File: src/rtl/pwt_pkg.sv
// Shared types for the pulse width timer.
package pwt_pkg;
    typedef enum logic [1:0] {
        ST_ARMED = 2'd0,   // waiting for a start edge
        ST_COUNT = 2'd1,   // measuring the active level
        ST_FREE  = 2'd2    // run-on after capture, edges ignored
    } meas_state_t;
endpackage

File: src/rtl/pwt_edge_detect.sv
// Resamples the asynchronous input through two flops and compares it with
// the previous sample to find start and end transitions.
// Assumes: invert is quasi-static while a measurement runs.
module pwt_edge_detect (
    input  logic clk,
    input  logic rst_n,
    input  logic pin_in,
    input  logic invert,
    output logic start_edge,
    output logic end_edge
);
    logic meta_q, sync_q, prev_q;

    // two-flop synchronizer plus one history stage
    always_ff @(posedge clk) begin
        if (!rst_n) begin
            meta_q <= 1'b0;
            sync_q <= 1'b0;
            prev_q <= 1'b0;
        end else begin
            meta_q <= pin_in;
            sync_q <= meta_q;
            prev_q <= sync_q;
        end
    end

    logic rise, fall;
    // classify transitions by the polarity control
    always_comb begin
        rise       = sync_q & ~prev_q;
        fall       = ~sync_q & prev_q;
        start_edge = invert ? fall : rise;
        end_edge   = invert ? rise : fall;
    end


    start_repeat_chk: assert property (@(posedge clk) disable iff (!rst_n)
        start_edge |=> !start_edge);
endmodule

File: src/rtl/pwt_tick_gen.sv
// Produces the one-clock timer tick, either from a divide-by-two of the
// system clock or from an external prescaler strobe.
// Assumes: prescale_tick is synchronous to clk.
module pwt_tick_gen (
    input  logic clk,
    input  logic rst_n,
    input  logic enable,
    input  logic clk_sel,
    input  logic prescale_tick,
    output logic tick
);
    logic div_q;

    // divide-by-two phase, parked at zero while disabled
    always_ff @(posedge clk) begin
        if (!rst_n)       div_q <= 1'b0;
        else if (!enable) div_q <= 1'b0;
        else              div_q <= ~div_q;
    end

    // pick the tick source
    always_comb tick = enable & (clk_sel ? prescale_tick : div_q);


    div_alt_chk: assert property (@(posedge clk) disable iff (!rst_n)
        (enable && div_q) |=> !div_q);
endmodule

File: src/rtl/pwt_meas_core.sv
// Measurement state machine: preload on the first tick, increment after
// that, capture at the end edge, sticky flag, rearm or run on.
// Assumes: ticks and edges are single-clock strobes on clk.
module pwt_meas_core
    import pwt_pkg::*;
#(
    parameter int W = 24
) (
    input  logic         clk,
    input  logic         rst_n,
    input  logic         enable,
    input  logic         reload_mode,
    input  logic         tick,
    input  logic         start_edge,
    input  logic         end_edge,
    input  logic         flag_clear,
    input  logic [W-1:0] load_value,
    output logic [W-1:0] count,
    output logic [W-1:0] capture,
    output logic         flag
);
    localparam logic [W-1:0] CNT_ONE = {{(W-1){1'b0}}, 1'b1};

    meas_state_t  state_q;
    logic [W-1:0] cnt_q, cap_q;
    logic         load_pend_q, flag_q, set_flag;

    // a capture happens on an end edge while measuring
    always_comb set_flag = enable && (state_q == ST_COUNT) && end_edge;

    // sticky flag, set has priority over a software clear
    always_ff @(posedge clk) begin
        if (!rst_n)          flag_q <= 1'b0;
        else if (set_flag)   flag_q <= 1'b1;
        else if (flag_clear) flag_q <= 1'b0;
    end

    // counter, capture register and sequencing
    always_ff @(posedge clk) begin
        if (!rst_n) begin
            state_q     <= ST_ARMED;
            cnt_q       <= '0;
            cap_q       <= '0;
            load_pend_q <= 1'b0;
        end else if (!enable) begin
            state_q     <= ST_ARMED;
            cnt_q       <= '0;
            load_pend_q <= 1'b0;
        end else begin
            unique case (state_q)
                ST_ARMED: begin
                    if (start_edge) begin
                        state_q     <= ST_COUNT;
                        load_pend_q <= 1'b1;
                    end
                end
                ST_COUNT: begin
                    if (end_edge) begin
                        cap_q       <= load_pend_q ? load_value : cnt_q;
                        load_pend_q <= 1'b0;
                        state_q     <= reload_mode ? ST_ARMED : ST_FREE;
                    end else if (tick) begin
                        cnt_q       <= load_pend_q ? load_value : cnt_q + CNT_ONE;
                        load_pend_q <= 1'b0;
                    end
                end
                ST_FREE: begin
                    if (tick) cnt_q <= cnt_q + CNT_ONE;
                end
                default: state_q <= ST_ARMED;
            endcase
        end
    end

    assign count   = cnt_q;
    assign capture = cap_q;
    assign flag    = flag_q;


    disabled_clear_chk: assert property (@(posedge clk) disable iff (!rst_n)
        !enable |=> cnt_q == '0);

    count_step_chk: assert property (@(posedge clk) disable iff (!rst_n)
        (enable && state_q == ST_COUNT && !end_edge && tick && !load_pend_q)
        |=> cnt_q == $past(cnt_q) + CNT_ONE);

    capture_with_flag_chk: assert property (@(posedge clk) disable iff (!rst_n)
        !$stable(cap_q) |-> flag_q);

    flag_set_chk: assert property (@(posedge clk) disable iff (!rst_n)
        set_flag |=> flag_q);
endmodule

File: src/rtl/pulse_width_timer.sv
// Top of the pulse width timer: synchronizer/edge finder, tick source and
// measurement core, plus the interrupt gate.
// Assumes: control inputs behave as register bits held stable by software.
module pulse_width_timer #(
    parameter int W = 24
) (
    input  logic         clk,
    input  logic         rst_n,
    input  logic         enable,
    input  logic         invert,
    input  logic         reload_mode,
    input  logic         irq_enable,
    input  logic         clk_sel,
    input  logic         prescale_tick,
    input  logic [W-1:0] load_value,
    input  logic         flag_clear,
    input  logic         pin_in,
    output logic [W-1:0] count,
    output logic [W-1:0] capture,
    output logic         flag,
    output logic         irq
);
    logic start_edge, end_edge, tick;

    pwt_edge_detect u_edge (
        .clk(clk), .rst_n(rst_n), .pin_in(pin_in), .invert(invert),
        .start_edge(start_edge), .end_edge(end_edge)
    );

    pwt_tick_gen u_tick (
        .clk(clk), .rst_n(rst_n), .enable(enable), .clk_sel(clk_sel),
        .prescale_tick(prescale_tick), .tick(tick)
    );

    pwt_meas_core #(.W(W)) u_core (
        .clk(clk), .rst_n(rst_n), .enable(enable), .reload_mode(reload_mode),
        .tick(tick), .start_edge(start_edge), .end_edge(end_edge),
        .flag_clear(flag_clear), .load_value(load_value),
        .count(count), .capture(capture), .flag(flag)
    );

    // interrupt request follows the flag when enabled
    always_comb irq = flag & irq_enable;


    irq_gate_chk: assert property (@(posedge clk) disable iff (!rst_n)
        $rose(irq) |-> irq_enable);
endmodule

File: config.mk
export PLATFORM = sky130hd
export DESIGN_NAME = pulse_width_timer
export DESIGN_NICKNAME = d
export VERILOG_FILES = /design/src/rtl/pwt_pkg.sv /design/src/rtl/pwt_edge_detect.sv /design/src/rtl/pwt_tick_gen.sv /design/src/rtl/pwt_meas_core.sv /design/src/rtl/pulse_width_timer.sv
export SDC_FILE = /design/constraint.sdc
export NUM_CORES = 1
export LEC_CHECK = 0
export BUFFER_PORTS_ARGS = -buffer_cell sky130_fd_sc_hd__clkbuf_2
export CORE_ASPECT_RATIO = 2
export CORE_MARGIN = 10
export CORE_UTILIZATION = 38
export CTS_CLUSTER_SIZE = 16
export DETAILED_ROUTE_END_ITERATION = 10
export PLACE_DENSITY = 0.71
export SETUP_SLACK_MARGIN = 0.4
export SYNTH_ARGS = -nofsm -noshare
export SYNTH_HDL_FRONTEND = slang
export SYNTH_SLANG_ARGS = --single-unit
File: constraint.sdc
create_clock -name clk -period 3.7 [get_ports clk]
set_input_delay 0.555 -clock clk [delete_from_list [all_inputs] [get_ports clk]]
set_output_delay 0.555 -clock clk [all_outputs]
set_load 0.005 [all_outputs]
# ---- After elaboration in Yosys (flattened, before gate mapping)
# Index checks and enable logic that the tools add are counted.
dict set report op_classes {
  add_sub_neg 1
  n_eq_ne 8
  n_mux 19
  n_bitwise 8
  n_reduce_logical 11
}
# operator n
set ops {}
lappend ops {{$mux 24} 5}
lappend ops {{$pmux 24 s2} 1}
lappend ops {{$add 24x1->24 const B} 1}
lappend ops {{$reduce_and 3->1} 3}
lappend ops {{$mux 1} 8}
lappend ops {{$ne 2x2->1 const B} 4}
lappend ops {{$mux 2} 3}
lappend ops {{$pmux 2 s3} 1}
lappend ops {{$reduce_bool 2->1} 3}
lappend ops {{$and 1x1->1} 4}
lappend ops {{$not 1->1} 4}
lappend ops {{$reduce_and 4->1} 1}
lappend ops {{$ne 3x2->1 const B} 1}
lappend ops {{$eq 2x1->1 const B} 1}
lappend ops {{$eq 2x2->1 const B} 1}
lappend ops {{$logic_and 1x1->1} 2}
lappend ops {{$logic_not 2->1} 1}
lappend ops {{$ne 2x1->1 const B} 1}
lappend ops {{$pmux 1 s2} 1}
lappend ops {{$reduce_and 2->1} 1}
dict set report word_totals {
  register_bits 56
  input_bits 34
  output_inout_bits 50
}

# ---- Longest topological paths before layout
dict set report depth {
  ltp_word 5
  mapped_depth 7
  depth_no_buf 6
}

# ---- Cells and area by module
# Synthesis repeated with hierarchy kept, for this count alone.
dict set report unflattened {
  cells_unflattened 363
  area_unflattened_um2 3041.7
}
# mod instances cells_each area_per_inst_um2 seq_area_each_um2
set by_module_without_submodules {}
lappend by_module_without_submodules {pwt_meas_core 1 347 2861.5 1041.0}
lappend by_module_without_submodules {pwt_edge_detect 1 10 130.1 60.1}
lappend by_module_without_submodules {pwt_tick_gen 1 5 43.8 20.0}
lappend by_module_without_submodules {pulse_width_timer 1 1 6.3 0.0}

# ---- Worst setup path before layout
# No wires, ideal clock.
dict set report synth_path {
  kind {input port to flip-flop}
  start {input port clk_sel}
  end {register u_core.cnt_q[10], in the netlist u_core.count[10]}
  arrival_ns 1.715
  slack_ns 1.840
  path_stages 7
  path_cell_list {mux2_4 -> and3_4 -> a32o_1 -> buf_6 -> buf_6 -> a21oi_1 -> a211oi_2}
}
dict set report synth_via {
  elab_chain_len 4
  elab_cells_between_ends 5
  classes_between {eq/ne: 2; mux: 1; bitwise: 1; reduce/logical: 1}
}
# element line_no
set synth_rtl {}
lappend synth_rtl {{from (decl)} pulse_width_timer.sv:13} ;# input logic clk_sel,
lappend synth_rtl {{$mux 1 (*)} pwt_tick_gen.sv:22} ;# always_comb tick = enable & (clk_sel ? prescale_tick : div_q);
lappend synth_rtl {{$and 1x1->1 (*)} pwt_tick_gen.sv:22}
lappend synth_rtl {{$ne 2x2->1 (no line)} --}
lappend synth_rtl {{$reduce_and 4->1 (no line) (*)} --}
lappend synth_rtl {{to (signal assigned)} pwt_meas_core.sv:63} ;# cnt_q <= load_pend_q ? load_value : cnt_q + CNT_ONE;
lappend synth_rtl {{to (signal assigned)} pwt_meas_core.sv:68} ;# if (tick) cnt_q <= cnt_q + CNT_ONE;
lappend synth_rtl {{to (decl)} pwt_meas_core.sv:25} ;# logic [W-1:0] cnt_q, cap_q;
# Every way passes the cells marked *; elsewhere a longest branch is shown, timed or not.
# A chain may end at the register's enable or synchronous reset.

# ---- Worst setup path in the final report
dict set report layout_path {
  start {register u_core.state_q[0]}
  end {register u_core.cnt_q[20], in the netlist u_core.count[20]}
}
dict set report layout_via {
  elab_chain_len 3
  elab_cells_between_ends 8
  classes_between {eq/ne: 5; mux: 1; reduce/logical: 2}
}
# element line_no
set layout_rtl {}
lappend layout_rtl {{from (decl)} pwt_meas_core.sv:24} ;# meas_state_t state_q;
lappend layout_rtl {{from (signal assigned)} pwt_meas_core.sv:61} ;# state_q <= reload_mode ? ST_ARMED : ST_FREE;
lappend layout_rtl {{$eq 2x1->1 or $eq 2x2->1 (tied branches)} pwt_meas_core.sv:50} ;# unique case (state_q)
lappend layout_rtl {{$ne 2x2->1 (no line) or $reduce_bool 2->1 (tied branches)} --}
lappend layout_rtl {{$reduce_and 4->1 (no line)} --}
# Parallel ways exist; a longest one is shown, timed or not.

==> impl_metrics.toml <==
[sta]
min_period_ns = 2.20
skew_ns = 0.00731
setup_viol = 0
fmax_ghz = 0.454
hold_viol_final = 0
worst_pin_slew_ns = 0.915
finalCritPeriodShare_pct = 59.5
rsz0062_at_grt = "no"
setup_tns_ns = 0
drv_slew = 0
slew_headroom_pct = 39.0

[cts]
cts_tree = "yes"
post-cts-setup-buffers = 0
cts_sinks = 56
cts-buffers-inserted = 5
htreeDepth = 2
cts.clk_slew.worst_paths_ns = 0.07
cts_buffer_depth = 2
cts-resized-gates = 0
ctsHoldBuffers = 0
clk_latency_ns = 0.30
cts-root-buf = "clkbuf_16"

[final_layout]
final_nets = 452
antenna_cells = 0
drive_gt1_share_pct = 28.7
design_area_sq_um = 3720
synthToLayoutAreaGrowth_pct = 17.2

[place]
routabilityCongestion = 0.811
port_buffers = 83
hpwl_um = 7160
placed_area_sq_um = 3560

[run]
max-cap-violations = 0

[synth]
synth_most_common_cell = "dfxtp_1"
yosys-top-cells-area = "dfxtp_1 35%, o211a_1 8.2%, mux2i_1 7.9%, nand2_1 5.4%, a211oi_2 4.3%"
synth_edf_count = 0
ys_seq_area_share_pct = 35.3
synth_top_area_cell = "dfxtp_1"
syn_inst = 354
synth_cell_types = 56
ys_seq_elements = 56
yosys_warnings = 0
syn-num-nets = 389
synthArstFlopShare_pct = 0
synthFlopType = "dfxtp_1"
netlist.area_leader.share_pct = 35.3
avgSynthCellArea_sq_um = 8.97
syn_area_sq_um = 3180
synthTopCellsByCount = "56 x dfxtp_1, 46 x nand2_1, 26 x o211a_1, 25 x mux2i_1, 24 x a21oi_1"

[worst_setup_path]
cp_data_required_time_ns = 3.92
critPathMaxFanout = 23
cp-end-kind = "flip-flop"
critical_path_class = "flip-flop to flip-flop"
worst_ep_arrival_time_ns = 2.43
worstSetupStartpointType = "flip-flop"

[die]
die_h_um = 149
die_area_sq_um = 12600
top_level_ports = 84
floorplan.initialDensity_pct = 38.6
die_w_um = 84.7
core.rowCount = 47
core_sq_um = 8230

[detailed_routing]
wl_per_cell_um = 18.7
drtAntennaViolNets = 0
drc = 0
routed_via_density = 5.81
routed_wl_um = 9670
drtPass1Iterations = 4
drtIter0Drc = 227
vias = 3000

[grt]
grtUsageTotal_pct = 14.8
grt_pass1_vias = 3056
grt_start_max_net_pins = 33
grt_pass1_wl_um = 15500
antenna_found_initial = 0
gr-total-overflow = 0

[power]
peakVddDrop_uv = 185
cellPowerDensity_nw_per_um2 = 335
power_mw = 1.25
cellLeakagePower_nw = 1.70

[run_status]
status = "complete, no violations"

[min_path]
hold_path.class = "flip-flop to flip-flop"
layer usage:
| metal | global-route usage (%) | vias up | routed length, um |
|---|---|---|---|
| met5 | 0 | - | 0 |
| met4 | 8.03 | 0 | 319 |
| met3 | 3.01 | 19 | 390 |
| met2 | 28.1 | 88 | 5490 |
| met1 | 14.2 | 1452 | 3470 |
| li1 | - | 1441 | - |
critical path, stage by stage (launching register included):
cell and delay (ns):
dfxtp_1 0.41, nand2b_1 0.38, and2_1 0.80, a22o_1 0.26, a21oi_1 0.07, a211oi_2 0.19
report_power, final:
part | total [mW] | switching (mW) | internal (mW)
logic | 0.0810 | 0.0488 | 0.0322
registers | 0.609 | 0.00302 | 0.606
clock network | 0.557 | 0.234 | 0.323
total | 1.25 | 0.286 | 0.961
registers in the layout (all words and copies together) (netlist names):
| register | cells |
|---|---|
| u_tick.div_q | 1 |
| u_edge.meta_q | 1 |
| u_core.load_pend_q | 1 |
| u_core.count | 24 |
| u_edge.sync_q | 1 |
| u_core.flag | 1 |
| u_core.capture | 24 |
| u_edge.prev_q | 1 |
| u_core.state_q | 2 |
worst paths after layout:
kind                                  startpoint                             to  slack (ns)  depth (start not counted)
setup / recovery  u_core.state_q[0]$_SDFFE_PN0P_  u_core.count[20]$_SDFFE_PN0P_        1.50                          5
setup reg to reg  u_core.state_q[0]$_SDFFE_PN0P_  u_core.count[20]$_SDFFE_PN0P_        1.50                          5
hold / removal           u_tick.div_q$_SDFF_PN0_        u_tick.div_q$_SDFF_PN0_        0.42                          1
hold reg to reg          u_tick.div_q$_SDFF_PN0_        u_tick.div_q$_SDFF_PN0_        0.42                          1
logic make-up after synthesis:
logic type	count (synthesis)	share of synthesized area [%]
AO/OA/AOI/OAI	114	28.8
adder cells (fa/ha/maj)	1	0.394
buffers and inverters	35	6.66
flip-flops	56	35.3
multiplexers	26	8.35
AND/OR/NAND/NOR	122	20.5
final cells by class:
cell class,count,area (sq um)
Sequential cell,56,1120
Clock buffer,6,129
Inverter,2,7.51
Fill cell,842,4510
Timing Repair Buffer,89,460
Clock inverter,2,38.8
Tap cell,98,123
Multi-Input combinational cell,263,1840
cell usage in the layout (no fill, tap or decap), types with 5 or more instances in the layout:
master     count
a211oi_2      11
a21oi_1       24
and2_1         8
buf_4          6
clkbuf_16      5
clkbuf_2      83
dfxtp_1       56
mux2i_1       25
nand2_1       46
nand3_1       15
nand4_1       10
nor2_1        14
nor2b_1        5
o211a_1       26
o21ai_0       18
per-stage QoR:
| stage | hold WS [ns] | setup WS [ns] | util (%) | std cells |
|---|---|---|---|---|
| 6_report | 0.422 | 1.50 | 45.2 | 516 |
| 5_1_grt | 0.444 | 1.31 | 45.2 | 516 |
| 4_1_cts | 0.426 | 1.51 | 45.2 | 516 |
| 3_5_place_dp | 0.420 | 1.24 | 43.2 | 508 |
| 3_3_place_gp | 0.411 | 1.31 | 43.2 | 508 |
| 2_1_floorplan | 0.393 | 1.84 | - | 354 |
Power figures use the tool's default switching activity.
